$ cat config.mk
export PLATFORM = sky130hd
export DESIGN_NAME = vga_plane_writer
export DESIGN_NICKNAME = d
export VERILOG_FILES = /design/src/rtl/vgaw_pkg.sv /design/src/rtl/vgaw_ctl_decode.sv /design/src/rtl/vgaw_source.sv /design/src/rtl/vgaw_lane_alu.sv /design/src/rtl/vga_plane_writer.sv
export SDC_FILE = /design/constraint.sdc
export NUM_CORES = 1
export LEC_CHECK = 0
export CAP_MARGIN = 20
export CORE_ASPECT_RATIO = 0.8
export CORE_UTILIZATION = 60
export CTS_CLUSTER_SIZE = 25
export DETAILED_ROUTE_END_ITERATION = 7
export DONT_BUFFER_PORTS = 1
export MAX_ROUTING_LAYER = met4
export PLACE_DENSITY = 0.87
export SLEW_MARGIN = 5
export SYNTH_ARGS = -nofsm -noshare
export SYNTH_HDL_FRONTEND = slang
export SYNTH_HIERARCHICAL = 1
export SYNTH_SLANG_ARGS = --single-unit
$ cat constraint.sdc
create_clock -name clk -period 2.8 [get_ports clk]
set_input_delay 0.28 -clock clk [delete_from_list [all_inputs] [get_ports clk]]
set_output_delay 0.28 -clock clk [all_outputs]
set_load 0.05 [all_outputs]
$ cat src/rtl/vgaw_pkg.sv
package vgaw_pkg;

    localparam int LANES   = 8;
    localparam int BYTE_W  = 8;
    localparam int BUS_W   = LANES * BYTE_W;
    localparam int BASE_LN = 4;

    typedef enum logic [1:0] {
        WM_SUBST  = 2'd0,
        WM_COPY   = 2'd1,
        WM_SPREAD = 2'd2,
        WM_MASKED = 2'd3
    } wmode_t;

    typedef enum logic [1:0] {
        OP_SET = 2'd0,
        OP_AND = 2'd1,
        OP_OR  = 2'd2,
        OP_XOR = 2'd3
    } alu_op_t;

    typedef logic [LANES-1:0][BYTE_W-1:0] lanes_t;

    typedef struct packed {
        wmode_t           mode;
        logic             vendor;
        alu_op_t          op;
        logic [2:0]       rot;
        logic [LANES-1:0] lane_mask;
    } wctl_t;

    function automatic logic [BYTE_W-1:0] rotr8(input logic [BYTE_W-1:0] b,
                                                input logic [2:0] n);
        logic [2*BYTE_W-1:0] t;
        t = {b, b} >> n;
        return t[BYTE_W-1:0];
    endfunction

    function automatic logic [BUS_W-1:0] lane_bytes(input logic [LANES-1:0] we);
        logic [BUS_W-1:0] r;
        for (int i = 0; i < LANES; i++) r[i*BYTE_W +: BYTE_W] = {BYTE_W{we[i]}};
        return r;
    endfunction

endpackage

$ cat src/rtl/vgaw_ctl_decode.sv
module vgaw_ctl_decode
    import vgaw_pkg::*;
(
    input  logic [7:0] rot_func,
    input  logic [7:0] mode_sel,
    input  logic [7:0] map_mask,
    input  logic [7:0] ext_mode,
    output wctl_t      ctl
);
    localparam logic [LANES-1:0] LOW_LANES = LANES'((1 << BASE_LN) - 1);

    logic [LANES-1:0] mask_gate;
    logic [LANES-1:0] plane_gate;
    logic             wide_field;

    always_comb begin
        wide_field = ext_mode[2];
        mask_gate  = ext_mode[1] ? '1 : LOW_LANES;
        plane_gate = ext_mode[3] ? '1 : LOW_LANES;
        ctl.mode   = wmode_t'(mode_sel[1:0]);
        ctl.vendor = wide_field & mode_sel[2];
        ctl.op     = alu_op_t'(rot_func[4:3]);
        ctl.rot    = rot_func[2:0];
        ctl.lane_mask = ctl.vendor ? '0 : (map_mask & mask_gate & plane_gate);
    end

endmodule

$ cat src/rtl/vgaw_source.sv
module vgaw_source
    import vgaw_pkg::*;
(
    input  wctl_t              ctl,
    input  logic [BYTE_W-1:0]  wr_data,
    input  logic [LANES-1:0]   set_reset,
    input  logic [LANES-1:0]   sr_enable,
    input  logic [BYTE_W-1:0]  bit_mask,
    input  lanes_t             latch,
    output lanes_t             src,
    output logic [BYTE_W-1:0]  eff_mask,
    output logic               bypass
);
    logic [BYTE_W-1:0] rotated;

    always_comb begin
        rotated  = rotr8(wr_data, ctl.rot);
        eff_mask = (ctl.mode == WM_MASKED) ? (bit_mask & rotated) : bit_mask;
        bypass   = (ctl.mode == WM_COPY);
    end

    for (genvar g = 0; g < LANES; g++) begin : g_lane
        always_comb begin
            unique case (ctl.mode)
                WM_SUBST:  src[g] = sr_enable[g] ? {BYTE_W{set_reset[g]}} : rotated;
                WM_COPY:   src[g] = latch[g];
                WM_SPREAD: src[g] = {BYTE_W{wr_data[g]}};
                WM_MASKED: src[g] = {BYTE_W{set_reset[g]}};
                default:   src[g] = '0;
            endcase
        end
    end

endmodule

$ cat src/rtl/vgaw_lane_alu.sv
module vgaw_lane_alu
    import vgaw_pkg::*;
(
    input  lanes_t             src,
    input  lanes_t             latch,
    input  logic [BYTE_W-1:0]  mask,
    input  alu_op_t            op,
    input  logic               bypass,
    output lanes_t             res
);
    for (genvar g = 0; g < LANES; g++) begin : g_lane
        logic [BYTE_W-1:0] comb_v;
        always_comb begin
            unique case (op)
                OP_SET:  comb_v = (src[g] & mask) | (latch[g] & ~mask);
                OP_AND:  comb_v = (src[g] | ~mask) & latch[g];
                OP_OR:   comb_v = (src[g] & mask) | latch[g];
                OP_XOR:  comb_v = (src[g] & mask) ^ latch[g];
                default: comb_v = src[g];
            endcase
            res[g] = bypass ? src[g] : comb_v;
        end
    end

endmodule

$ cat src/rtl/vga_plane_writer.sv
module vga_plane_writer
    import vgaw_pkg::*;
#(
    parameter int ADDR_W = 16
) (
    input  logic              clk,
    input  logic              rst,
    input  logic              wr_valid,
    input  logic [ADDR_W-1:0] wr_addr,
    input  logic [7:0]        wr_data,
    input  logic [7:0]        set_reset,
    input  logic [7:0]        sr_enable,
    input  logic [7:0]        rot_func,
    input  logic [7:0]        mode_sel,
    input  logic [7:0]        bit_mask,
    input  logic [7:0]        map_mask,
    input  logic [7:0]        ext_mode,
    input  logic [63:0]       latch_in,
    output logic              out_valid,
    output logic [ADDR_W-1:0] plane_addr,
    output logic [7:0]        plane_we,
    output logic [63:0]       plane_data,
    output logic              vendor_mode
);
    wctl_t             ctl;
    lanes_t            latch_l;
    lanes_t            src;
    lanes_t            res;
    logic [BYTE_W-1:0] eff_mask;
    logic              bypass;

    lanes_t            data_q;
    logic [LANES-1:0]  we_q;

    assign latch_l = latch_in;

    vgaw_ctl_decode u_dec (
        .rot_func (rot_func),
        .mode_sel (mode_sel),
        .map_mask (map_mask),
        .ext_mode (ext_mode),
        .ctl      (ctl)
    );

    vgaw_source u_src (
        .ctl       (ctl),
        .wr_data   (wr_data),
        .set_reset (set_reset),
        .sr_enable (sr_enable),
        .bit_mask  (bit_mask),
        .latch     (latch_l),
        .src       (src),
        .eff_mask  (eff_mask),
        .bypass    (bypass)
    );

    vgaw_lane_alu u_alu (
        .src    (src),
        .latch  (latch_l),
        .mask   (eff_mask),
        .op     (ctl.op),
        .bypass (bypass),
        .res    (res)
    );

    always_ff @(posedge clk) begin
        if (rst) begin
            out_valid   <= 1'b0;
            we_q        <= '0;
            vendor_mode <= 1'b0;
            data_q      <= '0;
            plane_addr  <= '0;
        end else begin
            out_valid   <= wr_valid;
            we_q        <= wr_valid ? ctl.lane_mask : '0;
            vendor_mode <= wr_valid & ctl.vendor;
            if (wr_valid) begin
                data_q     <= res;
                plane_addr <= wr_addr;
            end
        end
    end

    assign plane_we   = we_q;
    assign plane_data = data_q;

    // a request yields a beat one edge later; idle yields none
    a_r1_beat: assert property (@(posedge clk) disable iff (rst)
        wr_valid |=> out_valid);
    a_r1_idle: assert property (@(posedge clk) disable iff (rst)
        !wr_valid |=> (!out_valid && plane_we == '0));

    // no plane enabled outside the map mask
    a_r9_map_mask: assert property (@(posedge clk) disable iff (rst)
        wr_valid |=> ((plane_we & ~$past(map_mask)) == '0));

    // upper planes stay off without the eight-plane extension
    a_r10_upper_off: assert property (@(posedge clk) disable iff (rst)
        (wr_valid && !ext_mode[3]) |=> (plane_we[7:4] == 4'h0));

    // vendor modes write nothing and raise the flag
    a_r11_vendor: assert property (@(posedge clk) disable iff (rst)
        (wr_valid && ext_mode[2] && mode_sel[2]) |=> (vendor_mode && plane_we == '0));

    // copy mode forwards the latch on every enabled plane
    a_r5_copy: assert property (@(posedge clk) disable iff (rst)
        (wr_valid && ctl.mode == WM_COPY) |=>
            (((plane_data ^ $past(latch_in)) & lane_bytes(plane_we)) == '0));

endmodule

==> summary by stage <==
Timing
Of the available clock period, the critical path in the final layout requires 91.7%. The final-report setup violation count is 0. The number of max-slew violations in the final report is 0.

Setup repair after global routing left no endpoint under its margin. Final hold analysis gives a worst-case slack of 0.0107 ns. For the pin with the worst max-slew slack, the measured transition is 1.05 ns.

The setup total negative slack is 0 ns. For the finished layout, the period the worst path requires is 2.57 ns. The headroom to the max-slew limit is 30.0%. The clock skew is 0 ns. The number of failing hold endpoints at the final stage is 0. The timing-limited maximum frequency is 390 MHz.

Die
The die span in y is 104 um. The area of the placeable core is 12500 um2. The initialized floorplan defines 36 standard-cell rows. In this run the count of I/O pins placed on the die edge is 237. Once the floorplan was initialized, standard cells occupied 62.8% of the core.

The die covers 13500 um2. Measured along the x axis, the die boundary spans 130 um.

Critical path
The peak fanout along the critical path is 8. Among cell families on the critical path, the largest total delay comes from compound AO/OA/AOI/OAI gates. The logic depth of the worst path, buffers included is 9. The critical path startpoint category is a primary input. The required arrival time at the worst endpoint is 3.03 ns. The number of buffers and inverters on the critical path is 0.

Walking the worst path, the cells encountered are mux2i_1 > a22oi_2 > nand3_2 > a21boi_0 > nor2_1 > o21a_1 > a221o_1 > mux2i_1 > nor2_1. The number of cells on the worst reg-to-reg path is 2. The stage delay of the slowest cell on the critical path is 0.75 ns. The arrival time reported for the critical path endpoint is 2.80 ns. The element type at the critical path end is a flip-flop. The critical path is of the in2reg type. The slowest stage cell on the critical path is sky130_fd_sc_hd__a21boi_0.

Worst hold path
The path class of the lowest-slack min-delay path is in2reg. Counting instances, the worst hold path has a depth of 1.

Yosys
In the post-synthesis netlist, the biggest area contributors are sky130_fd_sc_hd__dfxtp_1, sky130_fd_sc_hd__mux2i_1, sky130_fd_sc_hd__a221o_1, sky130_fd_sc_hd__nand2b_1, sky130_fd_sc_hd__o21a_1. The fraction of registers with async set or reset after synthesis is 0%. The number of synthesized register bits is 90. The netlist area before placement is 7840 um2.

The count of yosys warnings during synthesis is 6. Counting every instance in the synthesized netlist gives 991. The area share of the largest cell type after synthesis is 23.0%.

Counting every net in the synthesized netlist gives 1138. Yosys instantiated no cell more often than sky130_fd_sc_hd__nor2_1. In this run the mean area of a mapped cell was 7.91 um2. Sequential elements use 23.0% of the synthesized area. The number of distinct library cell variants in the gate-level netlist after synthesis is 38. The most common flop cell mapped by yosys is sky130_fd_sc_hd__dfxtp_1. Counting instances in the post-synthesis netlist gives the leading cell types as sky130_fd_sc_hd__nor2_1, sky130_fd_sc_hd__dfxtp_1, sky130_fd_sc_hd__mux2i_1, sky130_fd_sc_hd__nand2b_1, sky130_fd_sc_hd__nor2b_1.

Summed over all instances, the cell type with the most area after synthesis is sky130_fd_sc_hd__dfxtp_1. Yosys mapped a number of flops with a built-in enable equal to 0.

Global route
For this run, global-route usage on met2 was measured as 57.0%. The met3 global-route usage is 16.8%. The number of global-route vias before repair is 7363. The initial antenna violation count is 1.

The first-pass GRT wire length is 39300 um. The routing layer with the top usage in global route is met2. Global routing consumed, over all layers together, 38.8% of the routing resources.

The maximum number of pins on one net before global-route repair is 130. The met1 demand-to-capacity share in global routing is 45.8%. The total overflow left after global routing is 0.

Layout
The fraction of final layout cells sized beyond drive strength 1 is 8.02%. The layout has 1103 filler cells. From synthesis to final layout, the design area changed by 3.89%. The multi-input logic area is 5480 um2. At the end of the flow, the number of nets in the layout was 1102. Across the whole layout, storage elements account for 1800 um2.

Clock network
The clock tree from TritonCTS is done. The number of buffers created by CTS is 9. The number of post-CTS setup repair buffers is 0. The clock transition at the registers of the reported paths is 0.06 ns. The number of clock sinks seen by CTS is 90. The deepest clock path buffer count is 2. For the worst-skew pair, the clock arrives at the later sink with an insertion delay of 0.35 ns.

The tree is rooted in a sky130_fd_sc_hd__clkbuf_16. The maximum level of the CTS H-tree is 3.

Route
The number of violations reported at the end of detailed-routing iteration 0 is 1133. The post-detailed-route count of antenna-violating nets is 0. Wires add up to 26300 um. The post-detailed-route DRC marker count is 4.

The vias per cell is 7.12. For this block, the via count after detailed routing is 8059. In the final routed layout, each cell accounts on average for 23.2 um. The count of TritonRoute iterations in the first routing pass is 8.

Power
The cell leakage power is 3.19 nW. Dividing total power by cell area gives a power density of 541 nW/um2. VDD sags by at most 0.000377 V.

Placed design
After legalization and detailed placement, the total HPWL measured 17800 um. The count of input and output buffers is 0. The congestion estimate from routability-driven global placement came to 1.00.

Run
Max-cap violations in this run came to 0.

Run status
The final reports fail on DRC. The flow ran to the end, but the final reports show violations.
registers in the layout (all words and copies together), names as in the netlist:
register / count
plane_we: 8
vendor_mode: 1
out_valid: 1
plane_data: 64
plane_addr: 16
cell families (layout without fill, tap and decap cells):
kind of cell	Yosys count	count (layout)	share of synthesized area (%)
buf+inv	86	55	7.15
compound gates	360	360	34.5
mux	88	88	11.2
flops	90	90	23.0
simple gates	367	367	24.2
other cells	0	1	0
worst register-to-register path, stage by stage (launching register included):
cell and delay, ns:
sky130_fd_sc_hd__dfxtp_1 0.76, sky130_fd_sc_hd__mux2i_1 0.15, sky130_fd_sc_hd__nor2_1 0.11
per-layer routing:
metal / vias to the layer above / routed length (um)
li1: 3628 / -
met1: 3702 / 9580
met2: 599 / 11200
met3: 130 / 4290
met4: 0 / 1210
met5: - / 0
area by class of cell:
class,instances,area share [%]
multi-input cells,815,67.3
flip-flops and latches,90,22.1
repair buffers,35,3.78
clock buffers,10,2.93
well taps,171,2.63
clock inverters,6,1.08
inverters,4,0.184
diodes,1,0.0307
through the flow:
stage,area (um2),setup slack (ns),std cells,power [mW],util (%)
3_5_place_dp,7720,0.0597,1108,3.02,61.9
6_report,8150,0.233,1132,4.41,65.3
5_1_grt,8150,0.158,1132,4.58,65.3
2_1_floorplan,7840,0.377,991,2.87,-
4_1_cts,8110,0.368,1129,4.38,65.0
3_3_place_gp,7720,0.0643,1108,2.98,61.9
cell usage in the layout (no fill, tap or decap), types with 2 or more instances in the layout:
master                          netlist  layout
sky130_fd_sc_hd__a221oi_1            54      54
sky130_fd_sc_hd__a311o_1              8       8
sky130_fd_sc_hd__nand2_1             65      65
sky130_fd_sc_hd__inv_6                0       2
sky130_fd_sc_hd__a21o_1               7       7
sky130_fd_sc_hd__a21oi_2              8       8
sky130_fd_sc_hd__nand3_2              8       8
sky130_fd_sc_hd__o21ai_1              9       9
sky130_fd_sc_hd__a221oi_2             2       2
sky130_fd_sc_hd__mux2i_1             88      88
sky130_fd_sc_hd__o21a_1              64      64
sky130_fd_sc_hd__inv_1                3       2
sky130_fd_sc_hd__clkbuf_16            0       9
sky130_fd_sc_hd__bufinv_16            0       2
sky130_fd_sc_hd__and4_1               4       4
sky130_fd_sc_hd__inv_2                1       2
sky130_fd_sc_hd__nor2_1             112     112
sky130_fd_sc_hd__nand3_1              8       8
sky130_fd_sc_hd__and2_1              10      10
sky130_fd_sc_hd__and2_2               4       4
sky130_fd_sc_hd__dlygate4sd3_1        0       5
sky130_fd_sc_hd__a21boi_0             8       7
sky130_fd_sc_hd__nand2b_1            80      80
sky130_fd_sc_hd__o22ai_1             56      56
sky130_fd_sc_hd__a221o_1             56      56
sky130_fd_sc_hd__dfxtp_1             90      90
sky130_fd_sc_hd__o21ai_0             56      56
sky130_fd_sc_hd__buf_4               17      28
sky130_fd_sc_hd__a21oi_1             16      16
sky130_fd_sc_hd__nor2b_1             73      73
sky130_fd_sc_hd__a211oi_1             8       8
sky130_fd_sc_hd__clkinv_2             0       2
sky130_fd_sc_hd__a22oi_1              4       4
sky130_fd_sc_hd__a22oi_2              4       4
path summary, 6_finish.rpt:
path / end / slack (ns) / start
max: plane_data[35]$_SDFFE_PP0P_ / 0.23 / rot_func[1]
min reg2reg: plane_addr[13]$_SDFFE_PP0P_ / 0.76 / plane_addr[13]$_SDFFE_PP0P_
min: out_valid$_SDFF_PP0_ / 0.01 / rst
max reg2reg: plane_data[54]$_SDFFE_PP0P_ / 1.72 / plane_data[54]$_SDFFE_PP0P_
timing repair:
action,4_1_cts,5_1_grt
hold endpoints to repair,35,1
hold buffers,5,1
resized for setup,0,0
where the power goes:
group | switching (mW) | internal (mW)
logic | 0.669 | 0.577
registers | 0.447 | 1.39
clock network | 0.517 | 0.809
Note: power is estimated with default switching activity, not from simulation.
